**config.mk**
```make
export PLATFORM = sky130hd
export DESIGN_NAME = ssave_fault_check
export DESIGN_NICKNAME = d
export VERILOG_FILES = /design/src/rtl/ssf_pkg.sv /design/src/rtl/ssf_gate_check.sv /design/src/rtl/ssf_addr_check.sv /design/src/rtl/ssf_arbiter.sv /design/src/rtl/ssave_fault_check.sv
export SDC_FILE = /design/constraint.sdc
export NUM_CORES = 1
export LEC_CHECK = 0
export ABC_AREA = 1
export BUFFER_PORTS_ARGS = -buffer_cell sky130_fd_sc_hd__buf_2
export CAP_MARGIN = 20
export CORE_AREA = 8 8 81 83
export CTS_CLUSTER_DIAMETER = 60
export DETAILED_ROUTE_END_ITERATION = 10
export DIE_AREA = 0 0 89 91
export GPL_TIMING_DRIVEN = 0
export PLACE_DENSITY = 0.78
export SLEW_MARGIN = 10
export SYNTH_ARGS = -nofsm -noshare
export SYNTH_HDL_FRONTEND = slang
export SYNTH_SLANG_ARGS = --single-unit
```
**constraint.sdc**
```tcl
create_clock -name clk -period 2.2 [get_ports clk]
set_clock_uncertainty 0.2 [all_clocks]
set_input_delay 0.55 -clock clk [delete_from_list [all_inputs] [get_ports clk]]
set_output_delay 0.55 -clock clk [all_outputs]
set_load 0.03 [all_outputs]
```
**src/rtl/ssf_pkg.sv**
```systemverilog
package ssf_pkg;

    typedef enum logic [2:0] {
        EXC_NONE = 3'd0,
        EXC_UD   = 3'd1,
        EXC_NM   = 3'd2,
        EXC_GP   = 3'd3,
        EXC_SS   = 3'd4,
        EXC_PF   = 3'd5
    } exc_e;

    typedef enum logic [1:0] {
        MODE_REAL = 2'd0,
        MODE_PROT = 2'd1,
        MODE_LONG = 2'd2,
        MODE_LALT = 2'd3
    } mode_e;

    typedef enum logic [1:0] {
        ST_IDLE  = 2'd0,
        ST_CLEAR = 2'd1,
        ST_TRAP  = 2'd2
    } state_e;

    localparam int NUM_PFX = 4;

endpackage

```
**src/rtl/ssf_gate_check.sv**
```systemverilog
module ssf_gate_check
    import ssf_pkg::*;
#(
    parameter int NPFX = NUM_PFX
) (
    input  logic            feat_base,
    input  logic            feat_opt,
    input  logic            os_enable,
    input  logic            task_sw,
    input  logic [NPFX-1:0] pfx_vec,
    output logic            ud_hit,
    output logic            nm_hit
);

    logic [NPFX:0] pfx_chain;
    logic          feat_miss;

    assign pfx_chain[0] = 1'b0;

    // One OR stage per prefix flag.
    generate
        for (genvar i = 0; i < NPFX; i++) begin : g_pfx
            assign pfx_chain[i+1] = pfx_chain[i] | pfx_vec[i];
        end
    endgenerate

    always_comb begin
        feat_miss = !feat_base || !feat_opt || !os_enable;
        ud_hit    = feat_miss || pfx_chain[NPFX];
        nm_hit    = task_sw;
    end

endmodule

```
**src/rtl/ssf_addr_check.sv**
```systemverilog
module ssf_addr_check
    import ssf_pkg::*;
#(
    parameter int AW       = 64,
    parameter int OPSIZE   = 576,
    parameter int ALIGN_LG = 6
) (
    input  logic [1:0]    cpu_mode,
    input  logic [AW-1:0] eff_addr,
    input  logic          seg_limit_bad,
    input  logic          ss_limit_bad,
    input  logic          noncanon,
    input  logic          uses_stack,
    output logic          gp_hit,
    output logic          ss_hit
);

    // Highest start address whose last byte still fits below 64 KiB.
    localparam logic [AW-1:0] REAL_TOP = AW'(65536 - OPSIZE);

    mode_e mode;
    logic  misalign;
    logic  real_over;
    logic  mode_gp;
    logic  mode_ss;

    always_comb begin
        mode      = mode_e'(cpu_mode);
        misalign  = |eff_addr[ALIGN_LG-1:0];
        real_over = eff_addr > REAL_TOP;
        mode_gp   = 1'b0;
        mode_ss   = 1'b0;
        unique case (mode)
            MODE_REAL: begin
                mode_gp = real_over;
            end
            MODE_PROT: begin
                mode_gp = seg_limit_bad;
                mode_ss = ss_limit_bad && !seg_limit_bad;
            end
            MODE_LONG, MODE_LALT: begin
                mode_gp = noncanon && !uses_stack;
                mode_ss = noncanon && uses_stack;
            end
            default: begin
                mode_gp = 1'b0;
                mode_ss = 1'b0;
            end
        endcase
        gp_hit = misalign || mode_gp;
        ss_hit = !misalign && mode_ss;
    end

endmodule

```
**src/rtl/ssf_arbiter.sv**
```systemverilog
module ssf_arbiter
    import ssf_pkg::*;
#(
    parameter int ERRW = 32
) (
    input  logic            ud_hit,
    input  logic            nm_hit,
    input  logic            gp_hit,
    input  logic            ss_hit,
    input  logic            pf_hit,
    input  logic [ERRW-1:0] pf_code,
    output exc_e            win_code,
    output logic [ERRW-1:0] win_err
);

    always_comb begin
        win_err = '0;
        if (ud_hit) begin
            win_code = EXC_UD;
        end else if (nm_hit) begin
            win_code = EXC_NM;
        end else if (gp_hit) begin
            win_code = EXC_GP;
        end else if (ss_hit) begin
            win_code = EXC_SS;
        end else if (pf_hit) begin
            win_code = EXC_PF;
            win_err  = pf_code;
        end else begin
            win_code = EXC_NONE;
        end
    end

endmodule

```
**src/rtl/ssave_fault_check.sv**
```systemverilog
module ssave_fault_check
    import ssf_pkg::*;
#(
    parameter int AW       = 64,
    parameter int ERRW     = 32,
    parameter int OPSIZE   = 576,
    parameter int ALIGN_LG = 6
) (
    input  logic            clk,
    input  logic            rst_n,
    input  logic            req_valid,
    input  logic            feat_base,
    input  logic            feat_opt,
    input  logic            os_enable,
    input  logic            task_sw,
    input  logic            pfx_lock,
    input  logic            pfx_66,
    input  logic            pfx_f3,
    input  logic            pfx_f2,
    input  logic [1:0]      cpu_mode,
    input  logic [AW-1:0]   eff_addr,
    input  logic            seg_limit_bad,
    input  logic            ss_limit_bad,
    input  logic            noncanon,
    input  logic            uses_stack,
    input  logic            pf_hit,
    input  logic [ERRW-1:0] pf_code,
    output logic            res_valid,
    output logic            res_fault,
    output logic [2:0]      exc_code,
    output logic [ERRW-1:0] err_code
);

    state_e          state_q;
    state_e          state_d;
    logic            ud_hit;
    logic            nm_hit;
    logic            gp_hit;
    logic            ss_hit;
    exc_e            win_code;
    logic [ERRW-1:0] win_err;
    exc_e            code_q;
    logic [ERRW-1:0] err_q;

    ssf_gate_check #(.NPFX(NUM_PFX)) u_gate (
        .feat_base (feat_base),
        .feat_opt  (feat_opt),
        .os_enable (os_enable),
        .task_sw   (task_sw),
        .pfx_vec   ({pfx_f2, pfx_f3, pfx_66, pfx_lock}),
        .ud_hit    (ud_hit),
        .nm_hit    (nm_hit)
    );

    ssf_addr_check #(.AW(AW), .OPSIZE(OPSIZE), .ALIGN_LG(ALIGN_LG)) u_addr (
        .cpu_mode      (cpu_mode),
        .eff_addr      (eff_addr),
        .seg_limit_bad (seg_limit_bad),
        .ss_limit_bad  (ss_limit_bad),
        .noncanon      (noncanon),
        .uses_stack    (uses_stack),
        .gp_hit        (gp_hit),
        .ss_hit        (ss_hit)
    );

    ssf_arbiter #(.ERRW(ERRW)) u_arb (
        .ud_hit   (ud_hit),
        .nm_hit   (nm_hit),
        .gp_hit   (gp_hit),
        .ss_hit   (ss_hit),
        .pf_hit   (pf_hit),
        .pf_code  (pf_code),
        .win_code (win_code),
        .win_err  (win_err)
    );

    // Transitions: any state goes to CLEAR or TRAP on a strobe, else to IDLE.
    always_comb begin
        state_d = state_q;
        unique case (state_q)
            ST_IDLE, ST_CLEAR, ST_TRAP: begin
                if (!req_valid)
                    state_d = ST_IDLE;
                else if (win_code == EXC_NONE)
                    state_d = ST_CLEAR;
                else
                    state_d = ST_TRAP;
            end
            default: state_d = ST_IDLE;
        endcase
    end

    always_ff @(posedge clk) begin
        if (!rst_n)
            state_q <= ST_IDLE;
        else
            state_q <= state_d;
    end

    // Verdict capture.
    always_ff @(posedge clk) begin
        if (!rst_n) begin
            code_q <= EXC_NONE;
            err_q  <= '0;
        end else if (req_valid) begin
            code_q <= win_code;
            err_q  <= win_err;
        end
    end

    always_comb begin
        res_valid = (state_q != ST_IDLE);
        res_fault = (state_q == ST_TRAP);
        exc_code  = code_q;
        err_code  = err_q;
    end

endmodule

```
# After elaboration in Yosys (flattened, before gate mapping)
# Cells that the tools add are included.
[op_classes]
n_lt_le_gt_ge = 1
eq_ne = 5
mux = 13
n_bitwise = 3
reduce_logical = 22
[op_table]
columns = ["op", "count"]
rows = [
  ["32-bit 2-to-1 mux", 5],
  ["64-bit by 16-bit greater-than comparator with 1-bit output, second input constant", 1],
  ["3-bit 2-to-1 mux", 5],
  ["2-bit == test, second input constant", 3],
  ["1-bit logical NOT", 6],
  ["6-bit OR reduction", 1],
  ["2-bit by 1-bit == test with 1-bit output, second input constant", 2],
  ["1-bit logical AND", 4],
  ["2-bit logical NOT", 2],
  ["1-bit logical OR", 4],
  ["3-bit logical NOT", 1],
  ["1-bit OR", 3],
  ["1-bit case mux with 3 select lines", 1],
  ["3-bit AND reduction", 1],
  ["3-bit OR reduction", 1],
  ["2-bit 2-to-1 mux", 1],
  ["1-bit case mux with 2 select lines", 1],
  ["2-bit nonzero test", 1],
  ["2-bit OR reduction", 1],
]
[totals]
reg_bits = 37
in_bits = 114
out_inout_bits = 37
wordCells = 47

# Logic depth before layout (Yosys ltp)
# Gate-level depths: netlist of the first run.
[logic_depth]
word_depth = 10
ltp_mapped = 12
ltp_nobuf = 12

# Hierarchy
# Synthesis of the first run repeated with hierarchy kept, for this count alone.
[hier_totals]
hier_cells = 332
area_unflattened_um2 = 2077.0
[modules_own_cells]
columns = ["mod", "n_inst", "cells_per_inst", "area_each_um2", "seq_area_each_um2"]
rows = [
  ["ssave_fault_check", 1, 166, 1326.3, 740.7],
  ["ssf_arbiter", 1, 83, 422.9, 0.0],
  ["ssf_addr_check", 1, 73, 286.5, 0.0],
  ["ssf_gate_check", 1, 10, 41.3, 0.0],
]

# Worst setup path before layout of the first run
# Ideal clock, no wire load.
[synth_path]
kind = "input to register"
startpoint = "in eff_addr[5]"
endpoint = "reg err_q[0], in the netlist err_code[0]"
setup_ps = 128
t_arrival_ps = 1555
required_time_ps = 1872
path_slack_ps = 317
stages = 10
n_path_buf = 1
path_cell_list = "or2_1 > nor2_1 > nand2_1 > nand2_1 > nor2_2 > nand4_4 > buf_6 > nor2_2 > nor2_1 > nor2_1"
[synth_between]
elab_chain_cells = 7
word_cells_on_any_way = 10
cone_classes = "order compare: 1; mux: 5; reduce/logical: 4"
[synth_lines]
columns = ["item", "line", "rtl"]
rows = [
  ["start: declaration", "ssave_fault_check.sv:21", "input logic [AW-1:0] eff_addr,"],
  ["branches (longest 4 deep; another with 64-bit by 16-bit greater-than comparator with 1-bit output)", "n/a", ""],
  ["32-bit 2-to-1 mux (*)", "ssf_arbiter.sv:22", "end else if (gp_hit) begin"],
  ["32-bit 2-to-1 mux (*)", "ssf_arbiter.sv:20", "end else if (nm_hit) begin"],
  ["32-bit 2-to-1 mux (*)", "ssf_arbiter.sv:18", "if (ud_hit) begin"],
  ["end signal: assignment", "ssave_fault_check.sv:107", "err_q <= win_err;"],
  ["end: declaration", "ssave_fault_check.sv:43", "logic [ERRW-1:0] err_q;"],
]
# Every way passes the cells marked *.
# A chain may end at the register's enable or synchronous reset.

# Final worst setup path of the first run
[layout_path]
startpoint = "in eff_addr[5]"
endpoint = "reg err_q[7], in the netlist err_code[7]"
# Same word-level chain as after synthesis.

==> reports/metrics.cfg, run 1 <==
[timing]
setup_viol = 0
hold_viol = 0
setup_ws_ps = 381
grt_setup_unrepaired = false
period_needed_ps = 1820
hold-worst-slack_ps = 279
finalCritPeriodShare_pct = 82.7
drv_slew = 0
worstMarginPinSlew_ps = 484
fin_setup_tns_ps = 0
fmax_mhz = 550
maxSlewHeadroom_pct = 67.7

[global_routing]
grt_first_pass_wirelength_um = 10100
grt_pass1_vias = 2315
grt_max_degree = 13
grt_util_all_layers_pct = 15.2
gr-total-overflow = 0
antenna_found_initial = 0

[detailed_routing]
ant_nets = 0
first_pass_iters = 4
drt_iter0_drc = 62
routedWlPerCell_um = 10.9
wl_um = 6280
drc = 0
dr_total_vias = 2341
vias_per_cell = 4.08

[clock_tree]
cts_setup_buffers = 0
cts.clk_slew.worst_paths_ps = 80
clk_path_buf_depth = 2
cts.sinks = 37
ctsHoldBuffers = 0
cts_tree = done
clock_latency_ps = 270
ctsResizeCount = 0
htreeDepth = 2
cts_buffers = 5
root_buffer = clkbuf_8

[power_and_ir_drop]
peakVddDrop_uv = 313
p_per_area_nw_per_um2 = 452
leakagePower_uw = 0.00163

[place]
port_buffers = 147
gp_congestion = 0.849
dp_hpwl_um = 5330
dp_slack_ps = 46.1
placed_cell_area_um2 = 2900

[setup_path]
crit_chain = buf_2 -> or2_1 -> nor2_1 -> nand2_1 -> nand2_1 -> nor2_2 -> nand4_4 -> buf_6 -> nor2_2 -> nor2_1 -> nor2_1
r2r_end = state_q[1]
timing.critical_path.from = eff_addr[5]
cp.required_ps = 2150
max_stage_delay_ps = 260
rr_worst_depth = 5
slowest_stage = or2_1
critPathMaxFanout = 10
crit_arrival_ps = 1770
r2r_slack_ps = 1290
crit_path_frequent_cell = nor2_1
worstSetupPathType = primary input to flip-flop
critPathLaunchType = primary input
cp-endpoint = err_code[7]
r2r_start = state_q[0]
critPathCaptureType = flip-flop

[synth]
syn-num-nets = 461
synth.top_cell.area_share_pct = 35.8
synthesis.area_per_instance_um2 = 5.97
synth_seq_cells = 37
synth_edf_count = 0
seq_area_frac_synth_pct = 35.8
syn-cell-area_um2 = 2070
synth_cell_type_count = 18
synth_area_leader_cell = dfxtp_1
synth_flop_cell = dfxtp_1
synth.most_common_cell = nor2_1
ys_warn_count = 0
async_flop_share_pct = 0
syn_inst = 347
yosys-top-cells-area = dfxtp_1, nor2_1, inv_1, nor2_2, nand2_1
synth_common_cells = nor2_1, inv_1, dfxtp_1

[worst_hold_path]
min_path_type = flip-flop to flip-flop

[run]
max_cap_violations = 0

[floorplan]
fp.dieW_um = 89
coreArea_um2 = 5340
num_io_pins = 151
rows = 27
die_h_um = 91
dieArea_um2 = 8100
start_util_pct = 38.8

[cells_and_area]
fin_nets = 615
final_util_pct = 56.1
fillers = 570
register_area_um2 = 741
stdcell_area_um2 = 2990
drive_gt1_share_pct = 38.6
n_antenna_cell = 0
area_growth_syn_to_layout_pct = 44.5
multi_input_area_um2 = 985

[run_status]
status = complete, no violations

-- routing by layer --
layer | vias to the layer above | global-route usage [%] | part of all wire [%]
met5 | - | 0 | 0
met4 | 0 | 3.05 | 0.70
met3 | 4 | 4.68 | 8.8
met2 | 63 | 26.9 | 50
met1 | 982 | 17.3 | 41
li1 | 1292 | - | -
-- cells in the final DEF, fill, tap and decap left out --
cell	Yosys	layout
nand2_1	30	30
o21ai_1	1	1
nand4_1	3	3
inv_1	75	75
clkinv_4	0	1
clkbuf_8	0	6
clkbuf_1	7	7
buf_2	0	147
nor2_1	141	141
nor3_2	1	1
or2_2	1	1
nand4_4	1	1
inv_2	1	1
clkinv_2	0	1
or2_1	1	1
dfxtp_1	37	37
buf_6	3	3
a21oi_1	4	4
o21ai_0	3	3
nor2_2	31	31
nand3_1	6	6
nor3_4	1	1
-- cells by family after synthesis --
group	after synthesis	synth area share, %
AND/OR/NAND/NOR	216	45.6
flip-flops	37	35.8
AO/OA/AOI/OAI	8	1.93
buffers and inverters	86	16.7
-- state kept, by name, summed over array words and instances (netlist names) --
signal	cells
err_code	32
exc_code	3
state_q	2
-- critical path, delay by kind of cell --
kind,cells,cell delay [ps]
simple gates,9,920
buf+inv,2,270
-- where the power goes --
group / internal, µW / switching, µW
combinational: 93.6 / 96.1
sequential: 672 / 1.49
clock: 254 / 235
-- worst min path at each step --
stage                            from           to  slack (ps)  cells past startpoint
final                     exc_code[2]  exc_code[2]         280                      2
after floorplan            state_q[0]   state_q[0]         320                      3
after CTS                 exc_code[2]  exc_code[2]         280                      2
after global routing      exc_code[2]  exc_code[2]         340                      2
after detailed placement  exc_code[2]  exc_code[2]         270                      2
after global placement    exc_code[2]  exc_code[2]         250                      2
-- per-stage QoR --
step,cells,power [µW]
2_1_floorplan,347,764
3_3_place_gp,566,876
3_5_place_dp,566,880
4_1_cts,574,1380
5_1_grt,574,1420
6_report,574,1350
-- final cells by class --
cell class              instances  share of cell area, %
plain buffers                  10                   2.01
clock buffers                   6                   2.76
clock inverters                 2                  0.460
inverters                      76                   9.53
multi-input cells             224                   32.9
flip-flops and latches         37                   24.7
well taps                      72                   3.01
repair buffers                147                   24.6
No activity file was read; power rests on OpenSTA's default activity.
==> inputs of run 2 (changes only) <==
--- a/config.mk
+++ b/config.mk
@@ -5,7 +5,7 @@
 export SDC_FILE = /design/constraint.sdc
 export NUM_CORES = 1
 export LEC_CHECK = 0
-export ABC_AREA = 1
+export ABC_AREA = 0
 export BUFFER_PORTS_ARGS = -buffer_cell sky130_fd_sc_hd__buf_2
 export CAP_MARGIN = 20
 export CORE_AREA = 8 8 81 83
@@ -13,7 +13,7 @@
 export DETAILED_ROUTE_END_ITERATION = 10
 export DIE_AREA = 0 0 89 91
 export GPL_TIMING_DRIVEN = 0
-export PLACE_DENSITY = 0.78
+export PLACE_DENSITY = 0.76
 export SLEW_MARGIN = 10
 export SYNTH_ARGS = -nofsm -noshare
 export SYNTH_HDL_FRONTEND = slang
==> constraint.sdc (replaced) <==
create_clock -name clk -period 1.5 [get_ports clk]
set_clock_uncertainty 0.2 [all_clocks]
set_input_delay 0.375 -clock clk [delete_from_list [all_inputs] [get_ports clk]]
set_output_delay 0.375 -clock clk [all_outputs]
set_load 0.03 [all_outputs]
==> run 2 against run 1 <==
Hold slack got worse by 140 ps. Synthesized cell count decreased by 41%. The run now ends with setup timing left. Clock-buffer cell count increased by 1. Largest cell class unchanged. Cell count decreased by 24%.
==> reports/metrics.cfg, run 2 <==
[detailed_routing]
routedWlPerCell_um = 15.5
ant_nets = 0
drc = 0
wl_um = 6770
dr_total_vias = 2115
vias_per_cell = 4.84
drt_iter0_drc = 74
first_pass_iters = 4

[cells_and_area]
multi_input_area_um2 = 1100
final_common_cell = buf_2
area_growth_syn_to_layout_pct = 66.6
drive_gt1_share_pct = 57.5
fin_nets = 478
layout_common_cells = buf_2, nand2_1, dfxtp_1
n_antenna_cell = 0
stdcell_area_um2 = 3010
largest_register_ffs = 32
fillers = 535
register_area_um2 = 743

[floorplan]
coreArea_um2 = 5340
die_h_um = 91
start_util_pct = 33.8
fp.dieW_um = 89
rows = 27
dieArea_um2 = 8100
num_io_pins = 151

[clock_tree]
clk_path_buf_depth = 2
htreeDepth = 2
cts.clk_slew.worst_paths_ps = 70
root_buffer = clkbuf_8
cts.sinks = 37
cts_buffers = 5
ctsHoldBuffers = 0
cts_tree = done
clock_latency_ps = 280

[synth]
syn-num-nets = 319
synth.most_common_cell = nand2_1
synth_area_leader_cell = dfxtp_1
yosys-top-cells-area = dfxtp_1, nand3b_1, o21ai_2, nand2_1, nor4_1
ys_warn_count = 0
synth_seq_cells = 37
syn_inst = 205
synth_flop_cell = dfxtp_1
syn-cell-area_um2 = 1810
synth_edf_count = 0
synthesis.area_per_instance_um2 = 8.81
synth.top_cell.area_share_pct = 41.0
async_flop_share_pct = 0
synth_cell_type_count = 27
seq_area_frac_synth_pct = 41.0
synth_common_cells = nand2_1, dfxtp_1, nand3b_1

[worst_hold_path]
whs_endpoint = err_code[25]
hold_start = pf_code[25]
min_path_cells = 3
min_path_type = primary input to flip-flop

[setup_path]
worstSetupPathType = primary input to flip-flop
cp.required_ps = 1470
r2r_end = state_q[0]
critPathLaunchType = primary input
r2r_start = state_q[0]
critPathMaxFanout = 3
crit_arrival_ps = 2000
rr_worst_depth = 3
r2r_slack_ps = 530
critPathCaptureType = flip-flop

[timing]
fmax_mhz = 494
hold-worst-slack_ps = 139
period_needed_ps = 2020
setup_viol = 38
hold_viol = 0
maxSlewHeadroom_pct = 66.2
worstMarginPinSlew_ps = 507
fin_setup_tns_ps = -14950
setup_ws_ps = -522
finalCritPeriodShare_pct = 135
drv_slew = 0
grt_setup_unrepaired = true

[power_and_ir_drop]
p_per_area_nw_per_um2 = 729
peakVddDrop_uv = 408
leakagePower_uw = 0.00139

[place]
dp_slack_ps = -807
placed_cell_area_um2 = 2690
gp_congestion = 0.847
dp_hpwl_um = 5410
port_buffers = 146

[global_routing]
grt_util_all_layers_pct = 15.9
grt_max_degree = 12
grt_first_pass_wirelength_um = 10300
gr-total-overflow = 0
antenna_found_initial = 0
grt_pass1_vias = 2148

[run_status]
violations = setup timing
status = complete, but fails checks

[run]
max_cap_violations = 0

-- run 2: cell types whose count changed after synthesis, moves of 12 or more --
cell      before  now
nor2_1       141    8
nand3b_1       0   32
o21ai_2        0   25
inv_1         75    0
nor2_2        31    0
nor4_1         0   12
-- run 2: logic make-up (layout without fill, tap and decap cells) --
kind of cell,count (synthesis),in the layout,synth area share [%]
buffers and inverters,14,174,4.16
flip-flops,37,37,41.0
AO/OA/AOI/OAI,40,40,18.6
AND/OR/NAND/NOR,114,114,36.2
-- run 2: critical path, cell delays in order --
cell	delay, ps
buf_6	100
nor4_4	260
nand4_1	200
o41ai_4	460
buf_4	190
buf_6	90
a31oi_2	70
o221a_2	250
-- run 2: what timing repair did --
item,in CTS,in global routing
buffers inserted,6,0
gates cloned,1,1
resized for setup,27,9
pin swaps,8,8
endpoints found under the setup margin,39,39
-- run 2: layout make-up --
cell class              count  area share, %
flip-flops and latches     37           24.7
clock inverters             1          0.998
well taps                  72           3.00
repair buffers            153           29.2
clock buffers               7           2.87
multi-input cells         154           36.7
plain buffers              13           2.54
-- run 2: metal layers --
layer	vias to the layer above	share of wire, %	routed length [µm]	track usage (%)
met4	0	0.50	34	2.91
met5	-	0	0	0
met1	977	40	2740	19.1
met2	74	51	3480	27.5
met3	7	7.6	515	4.05
li1	1057	-	-	-
-- run 2: how the worst max path moves through the flow --
stage	from	end	slack [ps]
2_1_floorplan	eff_addr[51]	err_code[27]	-490
4_1_cts	eff_addr[33]	exc_code[0]	-480
5_1_grt	eff_addr[18]	exc_code[0]	-580
6_report	eff_addr[18]	exc_code[0]	-520
3_3_place_gp	eff_addr[57]	err_code[27]	-780
3_5_place_dp	eff_addr[57]	err_code[28]	-810
-- run 2: metrics by stage --
| stage | cells | power, µW | utilization (%) |
|---|---|---|---|
| 2_1_floorplan | 205 | 1130 | - |
| 3_3_place_gp | 423 | 1310 | 50.3 |
| 3_5_place_dp | 423 | 1310 | 50.3 |
| 4_1_cts | 437 | 2220 | 55.5 |
| 5_1_grt | 437 | 2300 | 56.4 |
| 6_report | 437 | 2190 | 56.4 |
-- run 2: where the power goes --
| group | internal, µW | switching, µW |
|---|---|---|
| clock network | 542 | 326 |
| registers | 986 | 2.06 |
| logic | 178 | 160 |
| total | 1710 | 488 |
